===== config.mk =====
export PLATFORM = sky130hd
export DESIGN_NAME = evtCounterBank
export DESIGN_NICKNAME = d
export VERILOG_FILES = /design/src/rtl/evtCtrPkg.sv /design/src/rtl/evtCtrCtrl.sv /design/src/rtl/evtCtrData.sv /design/src/rtl/evtCounterBank.sv
export SDC_FILE = /design/constraint.sdc
export NUM_CORES = 1
export LEC_CHECK = 0
export CORE_ASPECT_RATIO = 2
export CORE_MARGIN = 1.5
export CORE_UTILIZATION = 40
export CTS_CLUSTER_DIAMETER = 120
export DETAILED_ROUTE_END_ITERATION = 10
export HOLD_SLACK_MARGIN = 0.03
export MAX_ROUTING_LAYER = met4
export PLACE_DENSITY_LB_ADDON = 0.12
export SYNTH_ARGS = -nofsm -noshare
export SYNTH_HDL_FRONTEND = slang
export SYNTH_SLANG_ARGS = --single-unit
export TNS_END_PERCENT = 1

===== constraint.sdc =====
create_clock -name clk -period 5.84 [get_ports clk]
set_clock_uncertainty 0.05 [all_clocks]
set_input_delay 1.752 -clock clk [delete_from_list [all_inputs] [get_ports clk]]
set_output_delay 1.752 -clock clk [all_outputs]
set_load 0.02 [all_outputs]

===== src/rtl/evtCtrPkg.sv =====
package evtCtrPkg;
  typedef struct packed {
    logic load;
    logic inc;
  } ctrStrobe_t;

  localparam int NUM_PL   = 4;
  localparam int PLM_LSB  = 0;
  localparam int MODE_BIT = 6;
  localparam int SEL_LSB  = 8;
  localparam int SEL_MAX  = 8;
endpackage


===== src/rtl/evtCtrCtrl.sv =====
module evtCtrCtrl
  import evtCtrPkg::*;
#(
  parameter int NUM_CTRS = 4,
  parameter int SEL_W    = 3,
  parameter int IDX_W    = 2,
  parameter int EVT_W    = 8
) (
  input  logic                 clk,
  input  logic                 rstN,
  input  logic                 regWr,
  input  logic                 regIsData,
  input  logic [IDX_W-1:0]     regIdx,
  input  logic [63:0]          regWrData,
  input  logic                 freeze,
  input  logic                 userEn,
  input  logic                 privEn,
  input  logic                 secure,
  input  logic [1:0]           curPl,
  input  logic [EVT_W-1:0]     events,
  output ctrStrobe_t           strobes [NUM_CTRS],
  output logic                 rdZero,
  output logic [63:0]          cfgRdData
);
  logic [NUM_PL-1:0] plm  [NUM_CTRS];
  logic              mode [NUM_CTRS];
  logic [SEL_W-1:0]  sel  [NUM_CTRS];

  for (genvar i = 0; i < NUM_CTRS; i++) begin : g_cfg
    logic hitCfg, hitData, levelOk, startOk, evtHit;

    assign hitCfg  = regWr && !regIsData && (regIdx == IDX_W'(i));
    assign hitData = regWr &&  regIsData && (regIdx == IDX_W'(i));

    always_ff @(posedge clk) begin
      if (!rstN) begin
        plm[i]  <= '0;
        mode[i] <= 1'b0;
        sel[i]  <= '0;
      end else if (hitCfg) begin
        plm[i]  <= regWrData[PLM_LSB +: NUM_PL];
        mode[i] <= regWrData[MODE_BIT];
        sel[i]  <= regWrData[SEL_LSB +: SEL_W];
      end
    end

    assign levelOk = plm[i][curPl];
    assign startOk = mode[i] ? privEn : userEn;
    assign evtHit  = (int'(sel[i]) < EVT_W) ? events[sel[i]] : 1'b0;

    assign strobes[i].load = hitData;
    assign strobes[i].inc  = !freeze && levelOk && startOk && evtHit;


    freeze_blocks_chk: assert property (@(posedge clk) disable iff (!rstN)
      freeze |-> !strobes[i].inc);

    level_gate_chk: assert property (@(posedge clk) disable iff (!rstN)
      (curPl == 2'd0 && $past(hitCfg) && !$past(regWrData[PLM_LSB]))
      |-> !strobes[i].inc);
  end

  always_comb begin
    rdZero = 1'b0;
    if (curPl != 2'd0)
      rdZero = mode[regIdx] || secure;
  end

  always_comb begin
    cfgRdData = '0;
    cfgRdData[PLM_LSB +: NUM_PL] = plm[regIdx];
    cfgRdData[MODE_BIT]          = mode[regIdx];
    cfgRdData[SEL_LSB +: SEL_W]  = sel[regIdx];
  end
endmodule


===== src/rtl/evtCtrData.sv =====
module evtCtrData
  import evtCtrPkg::*;
#(
  parameter int NUM_CTRS = 4,
  parameter int CTR_W    = 64,
  parameter int IDX_W    = 2
) (
  input  logic             clk,
  input  logic             rstN,
  input  ctrStrobe_t       strobes [NUM_CTRS],
  input  logic [63:0]      wrData,
  input  logic [IDX_W-1:0] rdIdx,
  input  logic             rdZero,
  output logic [63:0]      dataRdData
);
  logic [CTR_W-1:0] cnt [NUM_CTRS];

  for (genvar i = 0; i < NUM_CTRS; i++) begin : g_ctr
    always_ff @(posedge clk) begin
      if (!rstN)                 cnt[i] <= '0;
      else if (strobes[i].load)  cnt[i] <= wrData[CTR_W-1:0];
      else if (strobes[i].inc)   cnt[i] <= cnt[i] + 1'b1;
    end


    inc_step_chk: assert property (@(posedge clk) disable iff (!rstN)
      (strobes[i].inc && !strobes[i].load) |=> cnt[i] == $past(cnt[i]) + 1'b1);

    idle_hold_chk: assert property (@(posedge clk) disable iff (!rstN)
      (!strobes[i].inc && !strobes[i].load) |=> $stable(cnt[i]));

    load_wins_chk: assert property (@(posedge clk) disable iff (!rstN)
      strobes[i].load |=> cnt[i] == $past(wrData[CTR_W-1:0]));
  end

  assign dataRdData = rdZero ? 64'd0 : 64'(cnt[rdIdx]);
endmodule


===== src/rtl/evtCounterBank.sv =====
module evtCounterBank
  import evtCtrPkg::*;
#(
  parameter int NUM_CTRS = 4,
  parameter int CTR_W    = 64,
  parameter int SEL_W    = 3,
  localparam int IDX_W   = (NUM_CTRS > 1) ? $clog2(NUM_CTRS) : 1,
  localparam int EVT_W   = 1 << SEL_W
) (
  input  logic             clk,
  input  logic             rstN,
  input  logic             regWr,
  input  logic             regIsData,
  input  logic [IDX_W-1:0] regIdx,
  input  logic [63:0]      regWrData,
  output logic [63:0]      regRdData,
  input  logic             freeze,
  input  logic             userEn,
  input  logic             privEn,
  input  logic             secure,
  input  logic [1:0]       curPl,
  input  logic [EVT_W-1:0] events
);
  ctrStrobe_t  strobes [NUM_CTRS];
  logic        rdZero;
  logic [63:0] cfgRdData, dataRdData;

  evtCtrCtrl #(.NUM_CTRS(NUM_CTRS), .SEL_W(SEL_W), .IDX_W(IDX_W), .EVT_W(EVT_W))
  i_ctrl (
    .clk, .rstN, .regWr, .regIsData, .regIdx, .regWrData,
    .freeze, .userEn, .privEn, .secure, .curPl, .events,
    .strobes, .rdZero, .cfgRdData
  );

  evtCtrData #(.NUM_CTRS(NUM_CTRS), .CTR_W(CTR_W), .IDX_W(IDX_W))
  i_data (
    .clk, .rstN, .strobes, .wrData(regWrData), .rdIdx(regIdx),
    .rdZero, .dataRdData
  );

  assign regRdData = regIsData ? dataRdData : cfgRdData;


  priv_level_mask_chk: assert property (@(posedge clk) disable iff (!rstN)
    (regIsData && curPl != 2'd0 && cfgRdData[MODE_BIT]) |-> regRdData == 64'd0);

  user_open_chk: assert property (@(posedge clk) disable iff (!rstN)
    (regIsData && !secure && !cfgRdData[MODE_BIT]) |-> !rdZero);

  initial begin
    sel_width_chk: assert (SEL_W >= 1 && SEL_W <= SEL_MAX && CTR_W <= 64);
  end
endmodule


==> flow_results.xml <==
<?xml version="1.0" encoding="UTF-8"?>
<metrics>
  <group name="global_route">
    <metric name="number_of_global_route_vias_before_repair" unit="">16684</metric>
    <metric name="grt_use_total" unit="">0.2924</metric>
    <metric name="grt_first_pass_wirelength" unit="um">106800</metric>
    <metric name="gr-total-overflow" unit="">0</metric>
    <metric name="grt_antenna_before_repair" unit="">0</metric>
    <metric name="grt_max_degree" unit="">65</metric>
  </group>
  <group name="critical_path">
    <metric name="timing.critical_path.mode_cell" unit="">buf_12</metric>
    <metric name="r2r.worst_path.cells" unit="">6</metric>
    <metric name="cp-endpoint" unit="">regRdData[10]</metric>
    <metric name="crit_required" unit="ns">4.04</metric>
    <metric name="criticalPathCategory" unit="">input pin to output port</metric>
    <metric name="critical_path.max_fanout" unit="">29</metric>
    <metric name="r2r_slack" unit="ns">2.44</metric>
    <metric name="worstSetupStartpoint" unit="">regIdx[0]</metric>
    <metric name="cpMaxStageDelayCell" unit="">clkdlybuf4s50_1</metric>
    <metric name="crit_path_max_incr_delay" unit="ns">0.60</metric>
    <metric name="rr_endpoint" unit="">i_data.cnt[0][45]</metric>
    <metric name="end_kind" unit="">output port</metric>
    <metric name="regToRegStartpoint" unit="">i_data.cnt[0][2]</metric>
    <metric name="timing.critical_path.cells" unit="">buf_4, buf_12, buf_12, mux4_2, inv_1, o21ai_0, clkdlybuf4s50_1</metric>
    <metric name="worstSetupStartpointType" unit="">input pin</metric>
    <metric name="arrival" unit="ns">3.73</metric>
  </group>
  <group name="drt">
    <metric name="routed_wirelength" unit="um">71310</metric>
    <metric name="drc_errors" unit="">0</metric>
    <metric name="drtAntennaViolNets" unit="">0</metric>
    <metric name="route.detailed.vias_per_inst" unit="">5.966</metric>
    <metric name="detailed_router_iteration_count_before_antenna_repair" unit="">5</metric>
    <metric name="initial_drc_count" unit="">1296</metric>
    <metric name="wl_per_cell" unit="um">26.33</metric>
    <metric name="num_vias" unit="">16155</metric>
  </group>
  <group name="worst_hold_path">
    <metric name="min_path_cells" unit="">2</metric>
    <metric name="min_path_type" unit="">flop to flop</metric>
  </group>
  <group name="timing">
    <metric name="setup-violations-final" unit="">0</metric>
    <metric name="worstMarginPinSlew" unit="ns">1.276</metric>
    <metric name="hold_viol_final" unit="">0</metric>
    <metric name="fin_crit" unit="ns">5.532</metric>
    <metric name="min_period_over_period" unit="">0.9472</metric>
    <metric name="slew_viol_final" unit="">0</metric>
    <metric name="max-slew-margin-rel" unit="">0.1403</metric>
    <metric name="fmaxAchievable" unit="MHz">180.8</metric>
    <metric name="timing.setup.tns" unit="ns">0</metric>
    <metric name="rsz0062_at_grt" unit="">false</metric>
  </group>
  <group name="placed_design">
    <metric name="place.detailed.hpwl" unit="um">51700</metric>
    <metric name="buffer_ports.inserted" unit="">147</metric>
    <metric name="gpl.final_weighted_congestion" unit="">0.9174</metric>
    <metric name="detailed_place.area" unit="um^2">21920</metric>
  </group>
  <group name="job">
    <metric name="cap_viol_max_count" unit="">0</metric>
  </group>
  <group name="floorplanning">
    <metric name="floorplan_core_area" unit="um^2">48350</metric>
    <metric name="floorplan.io_pins" unit="">148</metric>
    <metric name="chipHeight" unit="um">315.9</metric>
    <metric name="die_area" unit="um^2">50370</metric>
    <metric name="initial_utilization" unit="">0.4050</metric>
    <metric name="fp.dieW" unit="um">159.5</metric>
    <metric name="placementRows" unit="">114</metric>
  </group>
  <group name="cts">
    <metric name="cts_hold_buffers" unit="">0</metric>
    <metric name="cts_tree" unit="">built</metric>
    <metric name="cts_max_path_buffers" unit="">3</metric>
    <metric name="insertion_delay" unit="ns">0.59</metric>
    <metric name="cts_setup_buffers" unit="">0</metric>
    <metric name="root_buffer" unit="">clkbuf_16</metric>
    <metric name="clock-sinks" unit="">288</metric>
    <metric name="cts-htree-levels" unit="">1</metric>
    <metric name="path_clk_slew" unit="ns">0.06</metric>
    <metric name="numCtsBuffers" unit="">30</metric>
    <metric name="cts_repair_resize_count" unit="">0</metric>
  </group>
  <group name="synthesis">
    <metric name="synth.ff_latch_count" unit="">288</metric>
    <metric name="yosysSeqAreaShare" unit="">0.4412</metric>
    <metric name="postSynth.asyncResetShare" unit="">0</metric>
    <metric name="synth_fp_nets" unit="">2027</metric>
    <metric name="synth-main-ff-cell" unit="">edfxtp_1</metric>
    <metric name="synth_edf_count" unit="">287</metric>
    <metric name="synthesis.yosys.warnings" unit="">0</metric>
    <metric name="synth_area" unit="um^2">19580</metric>
    <metric name="synth_cells" unit="">1939</metric>
    <metric name="synth_cell_type_count" unit="">46</metric>
    <metric name="synthesis.area_per_instance" unit="um^2">10.10</metric>
  </group>
  <group name="layout">
    <metric name="nFillCells" unit="">4518</metric>
    <metric name="final_nets" unit="">2136</metric>
    <metric name="antenna_cells" unit="">0</metric>
    <metric name="area.growth.synth_to_final" unit="%">16.68</metric>
    <metric name="multi_input_comb_area" unit="um^2">10450</metric>
    <metric name="area.sequential" unit="um^2">8638</metric>
    <metric name="design_area" unit="um^2">22850</metric>
    <metric name="layout-drive-gt1-share" unit="">0.1121</metric>
  </group>
  <group name="power">
    <metric name="seq_power_share" unit="">0.502</metric>
    <metric name="power.share.combinational" unit="">0.129</metric>
    <metric name="leakagePower" unit="nW">7.250</metric>
    <metric name="power-per-cell-area" unit="nW/um^2">227.9</metric>
    <metric name="switching_share_of_power" unit="">0.2738</metric>
    <metric name="clkPwrFrac" unit="">0.369</metric>
    <metric name="power_report.internal_total" unit="mW">3.781</metric>
    <metric name="vdd_drop_max" unit="mV">0.1717</metric>
    <metric name="switching_power" unit="mW">1.426</metric>
  </group>
  <group name="status">
    <metric name="status" unit="">complete, no violations</metric>
  </group>
</metrics>
## per-stage QoR
stage                     hold slack [ns]  cells  utilization  power [mW]  setup slack (ns)
after floorplan                    0.4100   1939            -       2.951            0.3412
after global placement             0.4858   2654       0.4534       3.317            0.2818
after detailed placement           0.4700   2654       0.4534       3.325            0.2621
after CTS                          0.4817   2708       0.4725       5.234            0.2547
after global routing               0.5155   2708       0.4725       5.344            0.1901
final                              0.4801   2708       0.4725       5.206            0.3081
## routing by layer
| metal | up-vias | wire length [um] | track usage |
|---|---|---|---|
| li1 | 7339 | - | - |
| met1 | 7947 | 24120 | 0.2945 |
| met2 | 642 | 38730 | 0.5393 |
| met3 | 227 | 3077 | 0.02466 |
| met4 | 0 | 5384 | 0.1913 |
| met5 | - | 0 | - |
## cells in the mapped netlist, types with 5 or more instances
master | n | area [um^2]
nand4_1 | 72 | 450.4
nor3_1 | 45 | 225.2
nor2_1 | 70 | 262.8
nand2_1 | 355 | 1333
clkbuf_1 | 75 | 281.5
and2_1 | 45 | 281.5
xor2_1 | 114 | 998.5
nand3_1 | 106 | 530.5
buf_2 | 20 | 100.1
nor4_1 | 20 | 125.1
o21ai_1 | 38 | 190.2
o21ai_0 | 226 | 1131
mux4_2 | 84 | 1892
inv_1 | 44 | 165.2
nor4_2 | 13 | 162.7
mux2_2 | 5 | 56.30
xnor2_1 | 134 | 1174
buf_4 | 5 | 37.54
edfxtp_1 | 287 | 8618
and3_1 | 89 | 556.8
nand4_2 | 5 | 62.56
nor4_4 | 9 | 191.4
nor3_2 | 10 | 100.1
and4_1 | 21 | 183.9
## kinds of logic (layout without fill, tap and decap cells)
kind of cell | Yosys count | in the layout | share of synthesized area
flops | 288 | 288 | 0.4412
compound gates | 270 | 270 | 0.06990
fa+ha+maj | 4 | 4 | 0.002556
xor+xnor | 248 | 248 | 0.1109
simple gates | 892 | 892 | 0.2449
buf+inv | 147 | 278 | 0.03054
mux | 90 | 90 | 0.1000
## flip-flops by register name (all words and copies together), names as in the netlist
| signal | flops |
|---|---|
| i_data.cnt | 256 |
| i_ctrl.sel | 12 |
| i_ctrl.mode | 4 |
| i_ctrl.plm | 16 |
## cells in the final DEF, fill, tap and decap left out, types with 66 or more instances in the layout
| cell | count |
|---|---|
| edfxtp_1 | 287 |
| nand2_1 | 355 |
| mux4_2 | 84 |
| clkdlybuf4s50_1 | 144 |
| xnor2_1 | 134 |
| nand4_1 | 72 |
| and3_1 | 89 |
| nand3_1 | 100 |
| nor2_1 | 66 |
| o21ai_0 | 225 |
| xor2_1 | 114 |
## power by group through the flow
stage	logic [mW]	registers [mW]	clock network [mW]
after floorplan	0.378	2.57	0
after detailed placement	0.669	2.66	0
after global placement	0.662	2.65	0
after global routing	0.715	2.63	2.00
final	0.670	2.62	1.92
after CTS	0.674	2.61	1.95
## critical path: cells and delay by family
kind | cells | cell delay, ns
mux | 1 | 0.53
buf+inv | 5 | 1.32
compound gates | 1 | 0.11
## how the worst min path moves through the flow
stage | startpoint | end | slack (ns)
finish | i_ctrl.mode[2] | i_ctrl.mode[2] | 0.48
global route | i_ctrl.mode[2] | i_ctrl.mode[2] | 0.52
CTS | i_ctrl.mode[2] | i_ctrl.mode[2] | 0.48
detailed placement | i_ctrl.mode[2] | i_ctrl.mode[2] | 0.47
global placement | i_ctrl.mode[2] | i_ctrl.mode[2] | 0.49
floorplan | i_ctrl.mode[2] | i_ctrl.mode[2] | 0.41
## cell type report
class	count	share of cell area
clock inverters	16	0.005312
repair buffers	180	0.08192
flip-flops and latches	288	0.3781
inverters	44	0.007228
well taps	638	0.03494
clock buffers	38	0.03510
multi-input cells	1504	0.4574
(Power assumes the default switching activity.)
